[config.mk]
export PLATFORM = sky130hd
export DESIGN_NAME = hv_permit_arbiter
export DESIGN_NICKNAME = d
export VERILOG_FILES = /design/src/rtl/hvp_pkg.sv /design/src/rtl/hvp_deglitch.sv /design/src/rtl/hvp_drop_tracker.sv /design/src/rtl/hvp_cause_log.sv /design/src/rtl/hv_permit_arbiter.sv
export SDC_FILE = /design/constraint.sdc
export NUM_CORES = 1
export LEC_CHECK = 0
export BUFFER_PORTS_ARGS = -buffer_cell sky130_fd_sc_hd__buf_4
export CAP_MARGIN = 40
export CORE_AREA = 2 2 97 99
export DETAILED_ROUTE_END_ITERATION = 12
export DIE_AREA = 0 0 99 101
export PLACE_DENSITY_LB_ADDON = 0.3
export SYNTH_ARGS = -nofsm -noshare
export SYNTH_HDL_FRONTEND = slang
export SYNTH_SLANG_ARGS = --single-unit
[constraint.sdc]
create_clock -name clk_i -period 4.04 [get_ports clk_i]
set_clock_uncertainty 0.2 [all_clocks]
set_input_delay 0.404 -clock clk_i [delete_from_list [all_inputs] [get_ports clk_i]]
set_output_delay 0.404 -clock clk_i [all_outputs]
set_load 0.01 [all_outputs]
[src/rtl/hvp_pkg.sv]
package hvp_pkg;
   localparam int unsigned NSRC        = 8;
   localparam int unsigned IDX_ESTOP   = 0;
   localparam int unsigned IDX_DOOR    = 1;
   localparam int unsigned IDX_COOL    = 2;
   localparam int unsigned IDX_FAN     = 3;
   localparam int unsigned IDX_THERM   = 4;
   localparam int unsigned IDX_INSUL   = 5;
   localparam int unsigned IDX_PROOF   = 6;
   localparam int unsigned IDX_PROT    = 7;

   typedef logic [NSRC-1:0] src_vec_t;

   // sources that veto the HV stage directly
   localparam src_vec_t HV_MASK  = 8'b1110_0011;
   // operational permits that only gate exposure
   localparam src_vec_t OPS_MASK = 8'b0001_1100;
   // sources that must be OK before a clear is accepted
   localparam src_vec_t CLR_MASK = 8'b0111_1111;

   function automatic src_vec_t lowest_set(input src_vec_t v);
      return v & (~v + src_vec_t'(1));
   endfunction
endpackage

[src/rtl/hvp_deglitch.sv]
module hvp_deglitch #(
   parameter int unsigned DEPTH = 4
) (
   input  logic clk_i,
   input  logic rst_ni,
   input  logic din_i,
   output logic dout_o
);
   localparam int unsigned CW = (DEPTH < 2) ? 1 : $clog2(DEPTH);
   localparam logic [CW-1:0] LAST = CW'(DEPTH - 1);

   if (DEPTH < 1) begin : g_bad_depth
      $error("hvp_deglitch: DEPTH must be at least 1");
   end

   logic [CW-1:0] cnt_q;
   logic          out_q;

   // output moves to the input only after DEPTH disagreeing samples
   always_ff @(posedge clk_i or negedge rst_ni) begin
      if (!rst_ni) begin
         cnt_q <= '0;
         out_q <= 1'b0;
      end else if (din_i == out_q) begin
         cnt_q <= '0;
      end else if (cnt_q == LAST) begin
         out_q <= din_i;
         cnt_q <= '0;
      end else begin
         cnt_q <= cnt_q + CW'(1);
      end
   end

   assign dout_o = out_q;

   // filtered value only ever moves to the value the input had
   assert_flt_follows_R3: assert property (@(posedge clk_i) disable iff (!rst_ni)
      !$stable(out_q) |-> (out_q == $past(din_i)));
endmodule

[src/rtl/hvp_drop_tracker.sv]
module hvp_drop_tracker #(
   parameter int unsigned DROPS  = 3,
   parameter int unsigned CALM   = 64
) (
   input  logic clk_i,
   input  logic rst_ni,
   input  logic ok_i,
   input  logic clr_i,
   output logic trip_o
);
   localparam int unsigned DW = $clog2(DROPS + 1);
   localparam int unsigned SW = $clog2(CALM + 1);
   localparam logic [DW-1:0] DMAX    = DW'(DROPS);
   localparam logic [DW-1:0] DARM    = DW'(DROPS - 1);
   localparam logic [SW-1:0] CALMMAX = SW'(CALM);

   if (DROPS < 1) begin : g_bad_drops
      $error("hvp_drop_tracker: DROPS must be at least 1");
   end
   if (CALM < 1) begin : g_bad_calm
      $error("hvp_drop_tracker: CALM must be at least 1");
   end

   logic          prev_q;
   logic [DW-1:0] drops_q;
   logic [SW-1:0] calm_q;
   logic          fall;

   assign fall = prev_q & ~ok_i;

   always_ff @(posedge clk_i or negedge rst_ni) begin
      if (!rst_ni) begin
         prev_q  <= 1'b0;
         drops_q <= '0;
         calm_q  <= '0;
      end else begin
         prev_q <= ok_i;
         if (clr_i) begin
            drops_q <= '0;
            calm_q  <= '0;
         end else if (fall) begin
            if (drops_q != DMAX) drops_q <= drops_q + DW'(1);
            calm_q <= '0;
         end else if (ok_i) begin
            if (calm_q == CALMMAX) drops_q <= '0;
            else                   calm_q  <= calm_q + SW'(1);
         end else begin
            calm_q <= '0;
         end
      end
   end

   assign trip_o = fall & (drops_q >= DARM);

   // a trip needs the input to have been OK one cycle earlier
   assert_trip_on_fall_R5: assert property (@(posedge clk_i) disable iff (!rst_ni)
      trip_o |-> ($past(ok_i) && !ok_i));
endmodule

[src/rtl/hvp_cause_log.sv]
module hvp_cause_log
   import hvp_pkg::*;
#(
   parameter int unsigned STAMP_W = 16
) (
   input  logic               clk_i,
   input  logic               rst_ni,
   input  src_vec_t           reason_d_i,
   output src_vec_t           reason_o,
   output src_vec_t           first_o,
   output logic [STAMP_W-1:0] stamp_o
);
   logic [STAMP_W-1:0] tick_q;
   src_vec_t           reason_q;
   src_vec_t           first_q;
   logic [STAMP_W-1:0] stamp_q;

   always_ff @(posedge clk_i or negedge rst_ni) begin
      if (!rst_ni) begin
         tick_q   <= '0;
         reason_q <= '1;
         first_q  <= '0;
         stamp_q  <= '0;
      end else begin
         tick_q   <= tick_q + STAMP_W'(1);
         reason_q <= reason_d_i;
         if ((reason_q == '0) && (reason_d_i != '0)) begin
            first_q <= lowest_set(reason_d_i);
            stamp_q <= tick_q;
         end
      end
   end

   assign reason_o = reason_q;
   assign first_o  = first_q;
   assign stamp_o  = stamp_q;

   // first cause names at most one source
   assert_first_onehot_R12: assert property (@(posedge clk_i) disable iff (!rst_ni)
      $onehot0(first_q));
   // a new first cause is only taken when a denial starts from a clean state
   assert_first_from_clean_R12: assert property (@(posedge clk_i) disable iff (!rst_ni)
      !$stable(first_q) |-> ($past(reason_q) == '0));
endmodule

[src/rtl/hv_permit_arbiter.sv]
module hv_permit_arbiter
   import hvp_pkg::*;
#(
   parameter int unsigned DOOR_DEPTH  = 3,
   parameter int unsigned COOL_DEPTH  = 16,
   parameter int unsigned FAN_DEPTH   = 16,
   parameter int unsigned THERM_DEPTH = 32,
   parameter int unsigned INSUL_DEPTH = 8,
   parameter int unsigned PROOF_DEPTH = 8,
   parameter int unsigned COOL_DROPS  = 3,
   parameter int unsigned COOL_CALM   = 64,
   parameter int unsigned STAMP_W     = 16
) (
   input  logic               clk_i,
   input  logic               rst_ni,
   input  logic               estop_ok_i,
   input  logic               door_ok_i,
   input  logic               coolant_ok_i,
   input  logic               fan_ok_i,
   input  logic               thermal_ok_i,
   input  logic               insul_ok_i,
   input  logic               proof_ok_i,
   input  logic               prot_ok_i,
   input  logic               expo_req_i,
   input  logic               svc_reset_i,
   input  logic               evt_ack_i,
   output logic               hv_en_o,
   output logic               expo_permit_o,
   output logic               expo_active_o,
   output logic               clear_ack_o,
   output logic               latched_o,
   output logic [7:0]         reason_o,
   output logic [7:0]         first_cause_o,
   output logic [STAMP_W-1:0] deny_stamp_o
);
   if (STAMP_W < 8 || STAMP_W > 48) begin : g_bad_stamp
      $error("hv_permit_arbiter: STAMP_W out of range 8..48");
   end
   if (DOOR_DEPTH > 64) begin : g_bad_door
      $error("hv_permit_arbiter: door filter must stay a short deglitch");
   end

   // filter length per source; zero means the source is taken unfiltered
   function automatic int unsigned depth_of(input int unsigned idx);
      case (idx)
         IDX_DOOR:  return DOOR_DEPTH;
         IDX_COOL:  return COOL_DEPTH;
         IDX_FAN:   return FAN_DEPTH;
         IDX_THERM: return THERM_DEPTH;
         IDX_INSUL: return INSUL_DEPTH;
         IDX_PROOF: return PROOF_DEPTH;
         default:   return 0;
      endcase
   endfunction

   src_vec_t raw;
   src_vec_t flt;

   always_comb begin
      raw            = '0;
      raw[IDX_ESTOP] = estop_ok_i;
      raw[IDX_DOOR]  = door_ok_i;
      raw[IDX_COOL]  = coolant_ok_i;
      raw[IDX_FAN]   = fan_ok_i;
      raw[IDX_THERM] = thermal_ok_i;
      raw[IDX_INSUL] = insul_ok_i;
      raw[IDX_PROOF] = proof_ok_i;
      raw[IDX_PROT]  = prot_ok_i;
   end

   for (genvar g = 0; g < NSRC; g++) begin : g_src
      localparam int unsigned D = depth_of(g);
      if (D == 0) begin : g_direct
         assign flt[g] = raw[g];
      end else begin : g_filter
         hvp_deglitch #(.DEPTH(D)) u_flt (
            .clk_i  (clk_i),
            .rst_ni (rst_ni),
            .din_i  (raw[g]),
            .dout_o (flt[g])
         );
      end
   end

   // ---------------- latch bookkeeping ----------------
   src_vec_t latch_q;
   src_vec_t latch_set;
   logic     latch_any;
   logic     insul_prev_q;
   logic     proof_prev_q;
   logic     svc_q;
   logic     clr_ok;
   logic     cool_trip;
   logic     expo_q;
   logic     req_q;

   hvp_drop_tracker #(.DROPS(COOL_DROPS), .CALM(COOL_CALM)) u_cool_drops (
      .clk_i  (clk_i),
      .rst_ni (rst_ni),
      .ok_i   (flt[IDX_COOL]),
      .clr_i  (clr_ok),
      .trip_o (cool_trip)
   );

   always_comb begin
      latch_set            = '0;
      latch_set[IDX_ESTOP] = ~flt[IDX_ESTOP];
      latch_set[IDX_DOOR]  = ~flt[IDX_DOOR] & expo_q;
      latch_set[IDX_COOL]  = cool_trip;
      latch_set[IDX_FAN]   = ~flt[IDX_FAN] & expo_q;
      latch_set[IDX_INSUL] = insul_prev_q & ~flt[IDX_INSUL];
      latch_set[IDX_PROOF] = proof_prev_q & ~flt[IDX_PROOF];
   end

   assign latch_any = |latch_q;
   assign clr_ok    = svc_reset_i & ~svc_q & evt_ack_i & (((~flt) & CLR_MASK) == '0);

   // ---------------- permission decision ----------------
   src_vec_t reason_d;
   logic     hv_ok;
   logic     permit_d;

   assign reason_d = (~flt) | latch_q;
   assign hv_ok    = ((reason_d & HV_MASK) == '0) & ~latch_any;
   assign permit_d = hv_ok & ((reason_d & OPS_MASK) == '0);

   always_ff @(posedge clk_i or negedge rst_ni) begin
      if (!rst_ni) begin
         latch_q       <= '0;
         insul_prev_q  <= 1'b0;
         proof_prev_q  <= 1'b0;
         svc_q         <= 1'b1;
         req_q         <= 1'b1;
         expo_q        <= 1'b0;
         hv_en_o       <= 1'b0;
         expo_permit_o <= 1'b0;
         clear_ack_o   <= 1'b0;
      end else begin
         insul_prev_q  <= flt[IDX_INSUL];
         proof_prev_q  <= flt[IDX_PROOF];
         svc_q         <= svc_reset_i;
         req_q         <= expo_req_i;
         hv_en_o       <= hv_ok;
         expo_permit_o <= permit_d;
         clear_ack_o   <= clr_ok;
         if (clr_ok) latch_q <= latch_set;
         else        latch_q <= latch_q | latch_set;
         if (!expo_req_i || !permit_d)
            expo_q <= 1'b0;
         else if (!req_q && expo_permit_o)
            expo_q <= 1'b1;
      end
   end

   assign expo_active_o = expo_q;
   assign latched_o     = latch_any;

   hvp_cause_log #(.STAMP_W(STAMP_W)) u_cause (
      .clk_i      (clk_i),
      .rst_ni     (rst_ni),
      .reason_d_i (reason_d),
      .reason_o   (reason_o),
      .first_o    (first_cause_o),
      .stamp_o    (deny_stamp_o)
   );

   // an open e-stop loop removes HV on the very next edge
   assert_estop_fast_R2: assert property (@(posedge clk_i) disable iff (!rst_ni)
      !estop_ok_i |=> !hv_en_o);
   // HV never on while a direct veto source is reported
   assert_hv_veto_R9: assert property (@(posedge clk_i) disable iff (!rst_ni)
      hv_en_o |-> ((reason_o & HV_MASK) == '0));
   // a held latch keeps HV off on the following edge
   assert_latch_blocks_hv_R9: assert property (@(posedge clk_i) disable iff (!rst_ni)
      latched_o |=> !hv_en_o);
   // permit implies HV enable
   assert_permit_needs_hv_R10: assert property (@(posedge clk_i) disable iff (!rst_ni)
      expo_permit_o |-> hv_en_o);
   // an exposure begins only from a command edge under permit
   assert_start_on_permit_R10: assert property (@(posedge clk_i) disable iff (!rst_ni)
      $rose(expo_active_o) |-> ($past(expo_permit_o) && $past(expo_req_i)));
   // a clear pulse needs the reset request, acknowledge and intact e-stop
   assert_clear_gated_R11: assert property (@(posedge clk_i) disable iff (!rst_ni)
      clear_ack_o |-> $past(svc_reset_i && evt_ack_i && estop_ok_i));
   // clear acknowledge is a single-cycle pulse
   assert_clear_pulse_R11: assert property (@(posedge clk_i) disable iff (!rst_ni)
      clear_ack_o |=> !clear_ack_o);
endmodule

; Word-level counts from Yosys, hierarchy flattened
; Index checks and enable logic that the tools add are counted.
; W data, S select, Z words.
[word_totals]
reg_bits = 101
inputBits = 13
out_inout_bits = 37
elab_cells = 131
[op_classes]
n_addsub = 10
n_lt_le_gt_ge = 1
n_eq_ne = 16
mux = 24
bitwise = 30
n_reduce_logical = 22
[op_table]
columns = operator, count
row1 = $logic_not A8 Y1, 4
row2 = $mux W7, 4
row3 = $add A16 B1 Y16 const B, 1
row4 = $mux W4, 4
row5 = $not A8 Y8, 2
row6 = $mux W2, 7
row7 = $not A1 Y1, 14
row8 = $mux W3, 4
row9 = $reduce_and A2 Y1, 6
row10 = $and A1 B1 Y1, 11
row11 = $mux W5, 2
row12 = $add A4 B1 Y4 const B, 2
row13 = $add A8 B1 Y8 const B, 1
row14 = $and A8 B8 Y8, 1
row15 = $eq A4 B4 Y1 const B, 2
row16 = $mux W8, 1
row17 = $or A8 B7 Y8, 1
row18 = $or A8 B8 Y8, 1
row19 = $reduce_bool A8 Y1, 1
row20 = $reduce_or A8 Y1, 1
row21 = $add A7 B1 Y7 const B, 1
row22 = $eq A7 B7 Y1 const B, 1
row23 = $add A3 B1 Y3 const B, 2
row24 = $eq A1 B1 Y1, 6
row25 = 16 further kinds, 23

; Longest topological paths before layout
; Gate-level depths: netlist (run 1).
[depth]
word_depth = 8
depth_mapped = 6
ltp_nobuf = 5

; Modules after synthesis
; Synthesis (run 1) repeated with hierarchy kept, for this count alone.
[unflattened]
hier_cells = 322
hier_area_um2 = 4217.8
[modules_own_cells]
columns = mod, instances, cells_each, area_each_um2, seq_area_each_um2
row1 = hvp_cause_log, 1, 131, 1899.3, 1211.2
row2 = hv_permit_arbiter, 1, 50, 574.3, 352.8
row3 = hvp_drop_tracker, 1, 55, 553.0, 250.2
row4 = hvp_deglitch at g_src[2].g_filter.u_flt ..., 2, 18, 230.2, 125.1
row5 = hvp_deglitch at g_src[5].g_filter.u_flt ..., 2, 11, 170.2, 100.1
row6 = hvp_deglitch at g_src[4].g_filter.u_flt, 1, 20, 265.3, 150.1
row7 = hvp_deglitch at g_src[1].g_filter.u_flt, 1, 8, 125.1, 75.1

; Least setup slack after synthesis (run 1)
; OpenSTA, ideal clock, no wires.
[synth_timing]
kind = reg-to-reg
start = reg latch_q[0]
end = reg u_cause.stamp_q[10] (netlist: u_cause.stamp_o[10])
setup_ns = 0.125
arrival_ns = 1.653
required_time_ns = 3.715
path_slack_ns = 2.062
path_stages_with_launch = 6
n_path_buf = 1
period_less_slack_ns = 1.978
path_cell_list = dfrtp_1 -> nand4bb_4 -> or3_4 -> o21bai_4 -> buf_12 -> mux2_4
[synth_via]
elab_chain_cells = 3
[synth_rtl]
columns = element, line_no
row1 = start: declaration, hv_permit_arbiter.sv:86  ; src_vec_t latch_q;
row2 = start signal: assignment, hv_permit_arbiter.sv:146  ; if (clr_ok) latch_q <= latch_set;
row3 = start signal: assignment, hv_permit_arbiter.sv:147  ; else latch_q <= latch_q | latch_set;
row4 = $or A8 B8 Y8, hv_permit_arbiter.sv:123  ; assign reason_d = (~flt) | latch_q;
row5 = $reduce_bool A8 Y1, hvp_cause_log.sv:27  ; if ((reason_q == '0) && (reason_d_i != '0)) begin
row6 = $logic_and A1 B1 Y1, hvp_cause_log.sv:27
row7 = end signal: assignment, hvp_cause_log.sv:29  ; stamp_q <= tick_q;
row8 = end: declaration, hvp_cause_log.sv:16  ; logic [STAMP_W-1:0] stamp_q;
; No other way between the ends.
; A chain may end at the register's enable or synchronous reset.

; Worst setup path after layout (run 1)
[layout_timing]
start = reg g_src[2].g_filter.u_flt.out_q
end = reg u_cause.stamp_q[0] (netlist: u_cause.stamp_o[0])
[layout_via]
elab_chain_cells = 4
[layout_rtl]
columns = element, line_no
row1 = start: declaration, hvp_deglitch.sv:17  ; logic out_q;
row2 = start signal: assignment, hvp_deglitch.sv:27  ; out_q <= din_i;
row3 = $not A8 Y8, hv_permit_arbiter.sv:123
row4 = $or A8 B8 Y8, hv_permit_arbiter.sv:123
row5 = named net reason_d[2], hv_permit_arbiter.sv:119  ; src_vec_t reason_d;
row6 = $reduce_bool A8 Y1, hvp_cause_log.sv:27
row7 = $logic_and A1 B1 Y1, hvp_cause_log.sv:27
; The timed path passes the listed nets, and every way through them passes these cells.

==> flow_summary.toml, run 1 <==
[worst_hold_path]
min_path_type = "in2reg"

[cells_and_area]
syn_to_final_growth_pct = 16.6
fillers = 751
drive_gt1_frac = 0.255
seqCellArea_mm2 = 0.00249
multi_input_area_mm2 = 0.00155
fin_nets = 409
antennaDiodeCount = 0

[placed_design]
gp_congestion = 0.802
hpwlAfterDp_um = 5410
portBuffers = 49

[floorplan]
io_pins = 50
start_util = 0.462
die_h_um = 101
fp.coreArea_mm2 = 0.00898
die_w_um = 99
rows = 35
dieArea_mm2 = 0.0100

[timing]
min_period_over_period = 0.644
worst_slew_pin_slew_ns = 0.802
hold_violations = 0
whs_ns = 0.0235
fmax_mhz = 384
drv_slew = 0
maxSlewHeadroom = 0.464
tns_ns = 0
period_needed_ns = 2.60
rsz0062_at_grt = "false"
setup_viol = 0

[critical_path]
slowest_stage = "o21bai_4"
slowest_delay_ns = 0.66
crit_start = "g_src[2].g_filter.u_flt.dout_o$_DFFE_PN0P_"
path_class = "reg2reg"
critPathArrivalTime_ns = 2.64
crit_path_end_kind = "register"
r2r_cells = 4
reg2reg_slack_ns = 1.44
cp.depth = 4
rr_endpoint = "u_cause.stamp_o[0]$_DFFE_PN0P_"
cp.required_ns = 4.08
worstSetupEndpoint = "u_cause.stamp_o[0]$_DFFE_PN0P_"
worstPathCellList = "nand2b_1, or3_4, o21bai_4, mux2_2"
worst-path-max-fanout = 22
cp_top_family = "compound AO/OA/AOI/OAI gates"
crit_buf_inv = 0
startpoint_type = "register"
crit-reg2reg-launch = "g_src[2].g_filter.u_flt.dout_o$_DFFE_PN0P_"

[synthesis]
syn_inst = 322
syn_nets = 348
synth_edf_count = 0
synth.distinct_cells = 45
synth.top_cell.area_share = 0.537
synthArstFlopShare = 1.00
syn_area_per_cell_um2 = 12.9
ys_dominant_reg_cell = "dfrtp_1"
synthTopCellsByCount = "dfrtp_1 (89), nor2_1 (21), xnor2_1 (19), inv_1 (17), nand3_1 (17)"
ys_ff_latch = 99
synth_seq_area_share = 0.600
ys_top_cells_by_area = "dfrtp_1 (54%), dfstp_2 (6.3%), mux2_4 (5.4%), xnor2_1 (4.0%), ha_1 (3.9%)"
synth_top_area_cell = "dfrtp_1"
synthMostInstantiatedCell = "dfrtp_1"
syn_area_mm2 = 0.00415
yosysWarningCount = 0

[drt]
drt_iter0_markers = 139
avgRoutedWirePerCell_um = 14.9
drt-total-wl_um = 7450
via_per_inst = 5.19
num_vias = 2590
ant_nets = 0
dr.pass1.iters = 4
drc_errors = 0

[power]
vdd_drop_max_uv = 244
power-per-cell-area_mw_per_mm2 = 422
p_leak_nw = 2.34

[grt]
overflow = 0
grt_max_degree = 39
grt.total_usage = 0.160
grt_pass1_wl_um = 12400
grt_pass1_vias = 2530
antenna_found_initial = 0

[clock_tree]
cts_buffers = 9
cts_buffer_depth = 2
hold_buffers = 3
post_cts_buffers = 0
insertion_delay_ns = 0.35
cts_tree = "yes"
clock_sinks = 99
cts_resized = 0
cts_root_buffer = "clkbuf_8"
htree_levels = 3
path_clk_slew_ns = 0.08

[status]
status = "finished clean"

[job]
maxCapViolCount = 0
worst min path at each step:
| stage | from | end | slack (ns) | cells past startpoint |
|---|---|---|---|---|
| final | prot_ok_i | u_cause.reason_o[7]$_DFF_PN1_ | 0.02 | 2 |
| after global routing | prot_ok_i | u_cause.reason_o[7]$_DFF_PN1_ | 0.02 | 2 |
| after CTS | prot_ok_i | u_cause.reason_o[7]$_DFF_PN1_ | 0.007 | 2 |
| after detailed placement | rst_ni | g_src[6].g_filter.u_flt.cnt_q[0]$_DFF_PN0_ | 0.20 | 1 |
| after global placement | rst_ni | g_src[5].g_filter.u_flt.cnt_q[2]$_DFF_PN0_ | 0.19 | 1 |
| after floorplan | rst_ni | clear_ack_o$_DFF_PN0_ | -0.09 | 0 |
stage by stage:
stage | setup slack [ns] | std cells | power (mW) | instance area [µm²] | utilization
6_report | 1.44 | 499 | 2.04 | 4840 | 0.539
5_1_grt | 1.27 | 499 | 2.16 | 4840 | 0.539
4_1_cts | 1.41 | 499 | 2.07 | 4840 | 0.539
3_5_place_dp | 1.44 | 480 | 1.46 | 4620 | 0.515
3_3_place_gp | 1.53 | 480 | 1.45 | 4620 | 0.515
2_1_floorplan | 2.06 | 322 | 1.35 | 4150 | -
state kept, by name, summed over array words and instances, names as in the netlist, 2 cells and up:
register,count
u_cool_drops.calm_q,7
u_cause.stamp_o,16
u_cause.first_o,8
g_src.g_filter.u_flt.dout_o,6
latch_q,6
g_src.g_filter.u_flt.cnt_q,21
u_cool_drops.drops_q,2
u_cause.tick_q,16
u_cause.reason_o,8
layer usage:
layer	part of all wire	track usage	up-vias
met4	0.018	0.0717	0
met3	0.047	0.0305	10
met2	0.43	0.234	55
met1	0.50	0.234	1287
met5	0	0	-
li1	-	-	1238
area by class of cell:
type / instances / area share
Clock inverter: 3 / 0.00880
Inverter: 17 / 0.0132
Timing Repair Buffer: 54 / 0.0854
Sequential cell: 99 / 0.515
Clock buffer: 13 / 0.0287
Tap cell: 111 / 0.0287
Multi-Input combinational cell: 202 / 0.320
cell usage in the layout, fill, tap and decap left out, drive strengths merged, types with 9 or more instances in the layout:
cell type,netlist,final
buf,3,51
clkbuf,1,13
inv,17,17
nand3,17,17
xnor2,19,19
mux2,20,20
dfstp,10,10
nor2,21,21
dfrtp,89,89
xor2,9,9
nand2,13,13
ha,13,13
worst register-to-register path, stage by stage (launching register included):
cell	delay (ns)
dfrtp_1	0.58
nand2b_1	0.19
or3_4	0.44
o21bai_4	0.66
mux2_2	0.42
where the power goes:
group          total [mW]  internal [mW]  switching, mW
Clock               0.596          0.287          0.310
Combinational       0.256          0.128          0.128
Sequential           1.19           1.10         0.0867
cells by family (layout without fill, tap and decap cells):
kind of cell,after synthesis,count (layout),synth area share
buffers and inverters,21,87,0.0259
multiplexers,21,21,0.0703
XOR/XNOR,28,28,0.0591
flip-flops,99,99,0.600
AND/OR/NAND/NOR,107,107,0.148
adder cells (fa/ha/maj),13,13,0.0392
AO/OA/AOI/OAI,33,33,0.0567
(Power assumes the default switching activity.)
==> run 2, diff against run 1 <==
clock period = 2.7 ns   (was 4.04 ns; I/O delays follow)
==> run 2 against run 1 <==
Effect of this change: critical path depth is 3 higher; worst hold slack improved by 0.22 ns; clock-buffer cell count is 3 lower; first-iteration DRC count down 17%; setup slack got worse by 0.96 ns; sequential power rose by 49%; sequential cell count unchanged; non-clock buffer count increased by 10; register-to-register slack worse by 0.84 ns.
==> flow_summary.toml, run 2 (synthesis results as in run 1) <==
[clock_tree]
insertion_delay_ns = 0.35
clock_sinks = 99
cts_tree = "yes"
cts_root_buffer = "clkbuf_8"
cts_buffers = 9
cts_buffer_depth = 2
htree_levels = 3
post_cts_buffers = 0
cts_resized = 0
path_clk_slew_ns = 0.09

[timing]
whs_ns = 0.242
rsz0062_at_grt = "false"
period_needed_ns = 2.22
fmax_mhz = 451
worst_slew_pin_slew_ns = 0.670
fin_ws_ns = 0.481
drv_slew = 0
setup_viol = 0
hold_violations = 0
tns_ns = 0
maxSlewHeadroom = 0.549
min_period_over_period = 0.822

[floorplan]
die_w_um = 99
die_h_um = 101
rows = 35
io_pins = 50
start_util = 0.462
dieArea_mm2 = 0.0100
fp.coreArea_mm2 = 0.00898

[cells_and_area]
top_register = "g_src.g_filter.u_flt.cnt_q"
layout_commonest_cell = "dfrtp_1"
final_util = 0.554
fin_nets = 419
drive_gt1_frac = 0.261
antennaDiodeCount = 0
syn_to_final_growth_pct = 20.0
largest_reg_flops = 21
fillers = 746
layout_common_cells = "dfrtp_1 (89), buf_4 (51), nor2_1 (21)"
fin_area_mm2 = 0.00498

[power]
vdd_drop_max_uv = 397
p_leak_nw = 2.40
power-per-cell-area_mw_per_mm2 = 629

[critical_path]
critPathArrivalTime_ns = 2.25
path_class = "in2reg"
startpoint_type = "input port"
cp.required_ns = 2.73
crit_path_end_kind = "register"
worst-path-max-fanout = 22

[job]
maxCapViolCount = 0

[drt]
wirelength_met1_um = 3780
avgRoutedWirePerCell_um = 14.7
dr.pass1.iters = 4
via_per_inst = 5.13
drt_iter0_markers = 116
drc_errors = 0
wl_met2_um = 3370
drt-total-wl_um = 7490
ant_nets = 0
highest_layer = "met4"
num_vias = 2611
met3_length_um = 311

[grt]
grt_pass1_wl_um = 12500
antenna_found_initial = 0
grt_pass1_vias = 2516
overflow = 0
grt.total_usage = 0.158
grt_max_degree = 51

[placed_design]
portBuffers = 49
hpwlAfterDp_um = 5430
dpl_worst_slack_ns = 0.624
gp_congestion = 0.722
placed_area_mm2 = 0.00466

[status]
status = "finished clean"

[worst_hold_path]
min_path_type = "reg2reg"
run 2: cell count changes in the layout (fill, tap and decap cells not counted), sizes merged:
cell and change:
dlygate4sd3 +8, clkbuf -3, buf +2, inv +2, clkinvlp +1
run 2: path summary, 6_finish.rpt:
kind                                                            startpoint                                    endpoint  slack [ns]  cells past startpoint
worst max register to register                        latch_q[2]$_DFF_PN0_              u_cause.first_o[0]$_DFFE_PN0P_        0.60                      5
worst min-delay path            g_src[5].g_filter.u_flt.cnt_q[0]$_DFF_PN0_  g_src[5].g_filter.u_flt.cnt_q[0]$_DFF_PN0_        0.24                      1
worst max-delay path                                             prot_ok_i              u_cause.first_o[0]$_DFFE_PN0P_        0.48                      7
worst min register to register  g_src[5].g_filter.u_flt.cnt_q[0]$_DFF_PN0_  g_src[5].g_filter.u_flt.cnt_q[0]$_DFF_PN0_        0.24                      1
min in group asynchronous                                           rst_ni  g_src[4].g_filter.u_flt.cnt_q[0]$_DFF_PN0_        0.27                      2
max in group asynchronous                                           rst_ni               u_cause.reason_o[3]$_DFF_PN1_        1.30                      3
run 2: per-stage QoR:
stage	power [mW]	instances
2_1_floorplan	2.02	322
3_3_place_gp	2.17	482
3_5_place_dp	2.20	482
4_1_cts	3.17	509
5_1_grt	3.31	509
6_report	3.13	509
run 2: final cells by class:
type	instances	area (µm²)	share of cell area
timing repair buffer	64	533	0.107
tap	111	139	0.0279
clock inverter	6	73.8	0.0148
multi-input combinational	202	1550	0.311
clock buffer	10	128	0.0256
inverter	17	63.8	0.0128
sequential	99	2490	0.500
run 2: routing by layer:
layer / vias to the layer above / GRT usage
met5: - / 0
met4: 0 / 0.0474
met3: 2 / 0.0381
met2: 50 / 0.230
met1: 1306 / 0.237
li1: 1253 / -
run 2: repair_timing:
| item | in CTS | in global routing |
|---|---|---|
| setup endpoints to repair | 0 | 0 |
| hold endpoints to repair | 54 | 0 |
| hold buffers | 11 | 0 |
run 2: critical path, stage by stage:
cell	delay, ns
dlygate4sd3_1	0.53
buf_4	0.11
inv_1	0.08
or4_4	0.56
o21bai_4	0.15
buf_12	0.21
mux2_2	0.35
run 2: where the power goes:
group	total, mW	switching, mW	internal [mW]
clock network	0.953	0.513	0.440
logic	0.402	0.201	0.201
registers	1.77	0.127	1.65
==> run 3, diff against run 2 <==
ABC_AREA = 1   (was not set)
CORE_AREA = 2 2 99 101   (was 2 2 97 99)
DIE_AREA = 0 0 101 103   (was 0 0 99 101)
clock period = 2.32 ns   (was 2.7 ns; I/O delays follow)
==> run 3 against run 2 <==
Effect of this change: non-clock buffer count stayed put; setup slack worse by 0.0071 ns; synthesized cell count increased by 41%; critical path depth grew 1; sequential share of layout area is 1.2 points lower; global-route usage increased by 2.0 points; area after synthesis rose by 3.9%; critical endpoint is now u_cause.first_o[3]$_DFFE_PN0P_; largest power group unchanged; highest routed layer unchanged.
==> flow_summary.toml, run 3 <==
[synthesis]
syn_inst = 455
yosysWarningCount = 0
ys_ff_latch = 99
synth_edf_count = 0
syn_area_mm2 = 0.00431
synthMostInstantiatedCell = "nand2_1"
synthTopCellsByCount = "nand2_1 (103), dfrtp_1 (89), nor2_1 (54), inv_1 (49), nand3_1 (41)"
synth_top_area_cell = "dfrtp_1"
syn_area_per_cell_um2 = 9.47
synth_seq_area_share = 0.578
synthArstFlopShare = 1.00
syn_nets = 481
synth.top_cell.area_share = 0.517
ys_top_cells_by_area = "dfrtp_1 (52%), nand2_1 (9.0%), dfstp_2 (6.1%), nand3_1 (4.8%), nor2_1 (4.7%)"
ys_dominant_reg_cell = "dfrtp_1"
synth.distinct_cells = 28

[drt]
avgRoutedWirePerCell_um = 12.9
drc_errors = 0
via_per_inst = 4.86
dr.pass1.iters = 4
drt_iter0_markers = 172
ant_nets = 0
num_vias = 3123
drt-total-wl_um = 8270

[power]
vdd_drop_max_uv = 465
p_leak_nw = 2.61
power-per-cell-area_mw_per_mm2 = 710
power_mw = 3.62

[timing]
maxSlewHeadroom = 0.602
period_needed_ns = 1.85
setup_viol = 0
hold_violations = 0
rsz0062_at_grt = "false"
tns_ns = 0
fin_ws_ns = 0.474
drv_slew = 0
worst_slew_pin_slew_ns = 0.596
min_period_over_period = 0.796
whs_ns = 0.192
fmax_mhz = 542

[clock_tree]
cts_root_buffer = "clkbuf_8"
cts_buffer_depth = 2
cts_tree = "yes"
htree_levels = 3
cts_buffers = 9
post_cts_buffers = 0
clock_sinks = 99
path_clk_slew_ns = 0.09
hold_buffers = 11
cts_resized = 0
insertion_delay_ns = 0.37

[cells_and_area]
syn_to_final_growth_pct = 18.3
fin_nets = 549
antennaDiodeCount = 0
largest_reg_flops = 21
final_util = 0.538
top_register = "g_src.g_filter.u_flt.cnt_q"
fillers = 868
fin_area_mm2 = 0.00509
layout_common_cells = "nand2_1 (103), dfrtp_1 (89), nor2_1 (54)"
instances_no_fill = 642
drive_gt1_frac = 0.170
layout_commonest_cell = "nand2_1"

[critical_path]
worst-path-max-fanout = 24
crit_buf_inv = 1
cp_top_family = "simple AND/OR/NAND/NOR gates"
startpoint_type = "register"
crit_path_end_kind = "register"
slowest_stage = "dfrtp_1"
path_class = "reg2reg"
critPathArrivalTime_ns = 1.96
slowest_delay_ns = 0.53
cp.required_ns = 2.43
worstPathCellList = "inv_4, nor2_8, nand2_2, nor2_4, nand2_4, nand2_4, nand2_1, nand2_1"

[placed_design]
hpwlAfterDp_um = 6080
placedCellCount = 615
placed_area_mm2 = 0.00481
gp_congestion = 0.803
dpl_worst_slack_ns = 0.477
portBuffers = 49

[floorplan]
start_util = 0.455
fp.coreArea_mm2 = 0.00946
rows = 36
die_h_um = 103
io_pins = 50
dieArea_mm2 = 0.0104
die_w_um = 101

[worst_hold_path]
min_path_type = "in2reg"

[grt]
overflow = 0
grt_pass1_vias = 3095
grt_max_degree = 47
grt.total_usage = 0.179
grt_pass1_wl_um = 14200
antenna_found_initial = 0

[status]
status = "finished clean"

[job]
maxCapViolCount = 0
[run 3: cell types whose count changed after synthesis, sizes merged, moves of 6 or more]
cell    before  now
nand2       13  106
nor2        21   61
inv         17   52
nand3       17   41
mux2        20    0
nor3         5   16
nand2b       8    0
nand4        3   11
a22o         6    0
nor4         6    0
xnor2       19   13
xor2         9   15
[run 3: worst min-delay path: cells and delay by family]
family	cells	cell delay (ns)
AND/OR/NAND/NOR	3	0.37
buffers and inverters	1	0.08
AO/OA/AOI/OAI	1	0.04
[run 3: metal layers]
metal,part of all wire,up-vias,track usage
met4,0.021,0,0.0832
met2,0.47,48,0.277
met1,0.47,1486,0.240
li1,-,1577,-
met3,0.035,12,0.0427
met5,0,-,0
[run 3: layout make-up]
type                       instances  area, µm²  area share
clock buffer                      12        145      0.0285
sequential                        99       2490       0.489
tap                              114        143      0.0280
multi-input combinational        297       1570       0.309
clock inverter                     4       26.3     0.00516
timing repair buffer              64        520       0.102
inverter                          52        198      0.0388
[run 3: report_power, final]
part           total (mW)  switching, mW  internal (mW)
Combinational       0.526          0.299          0.226
Clock                1.01          0.588          0.421
Sequential           2.08          0.155           1.93
[run 3: path summary, 6_finish.rpt]
check / to / slack, ns / depth (start not counted) / startpoint
setup / recovery: u_cause.first_o[3]$_DFFE_PN0P_ / 0.47 / 8 / g_src[2].g_filter.u_flt.dout_o$_DFFE_PN0P_
hold / removal: u_cool_drops.calm_q[2]$_DFFE_PN0P_ / 0.19 / 5 / evt_ack_i
setup reg to reg: u_cause.first_o[3]$_DFFE_PN0P_ / 0.47 / 8 / g_src[2].g_filter.u_flt.dout_o$_DFFE_PN0P_
hold reg to reg: g_src[1].g_filter.u_flt.cnt_q[0]$_DFF_PN0_ / 0.23 / 1 / g_src[1].g_filter.u_flt.cnt_q[0]$_DFF_PN0_
max in group asynchronous: svc_q$_DFF_PN1_ / 1.03 / 3 / rst_ni
min in group asynchronous: u_cause.stamp_o[8]$_DFFE_PN0P_ / 0.20 / 2 / rst_ni
[run 3: cell families after synthesis]
kind of cell	after synthesis	synth area share
AOI/OAI and AO/OA	15	0.0174
xor gates and xnor gates	28	0.0569
adders and majority gates	13	0.0378
buffers and inverters	59	0.0569
DFF	99	0.578
and+or+nand+nor	241	0.253
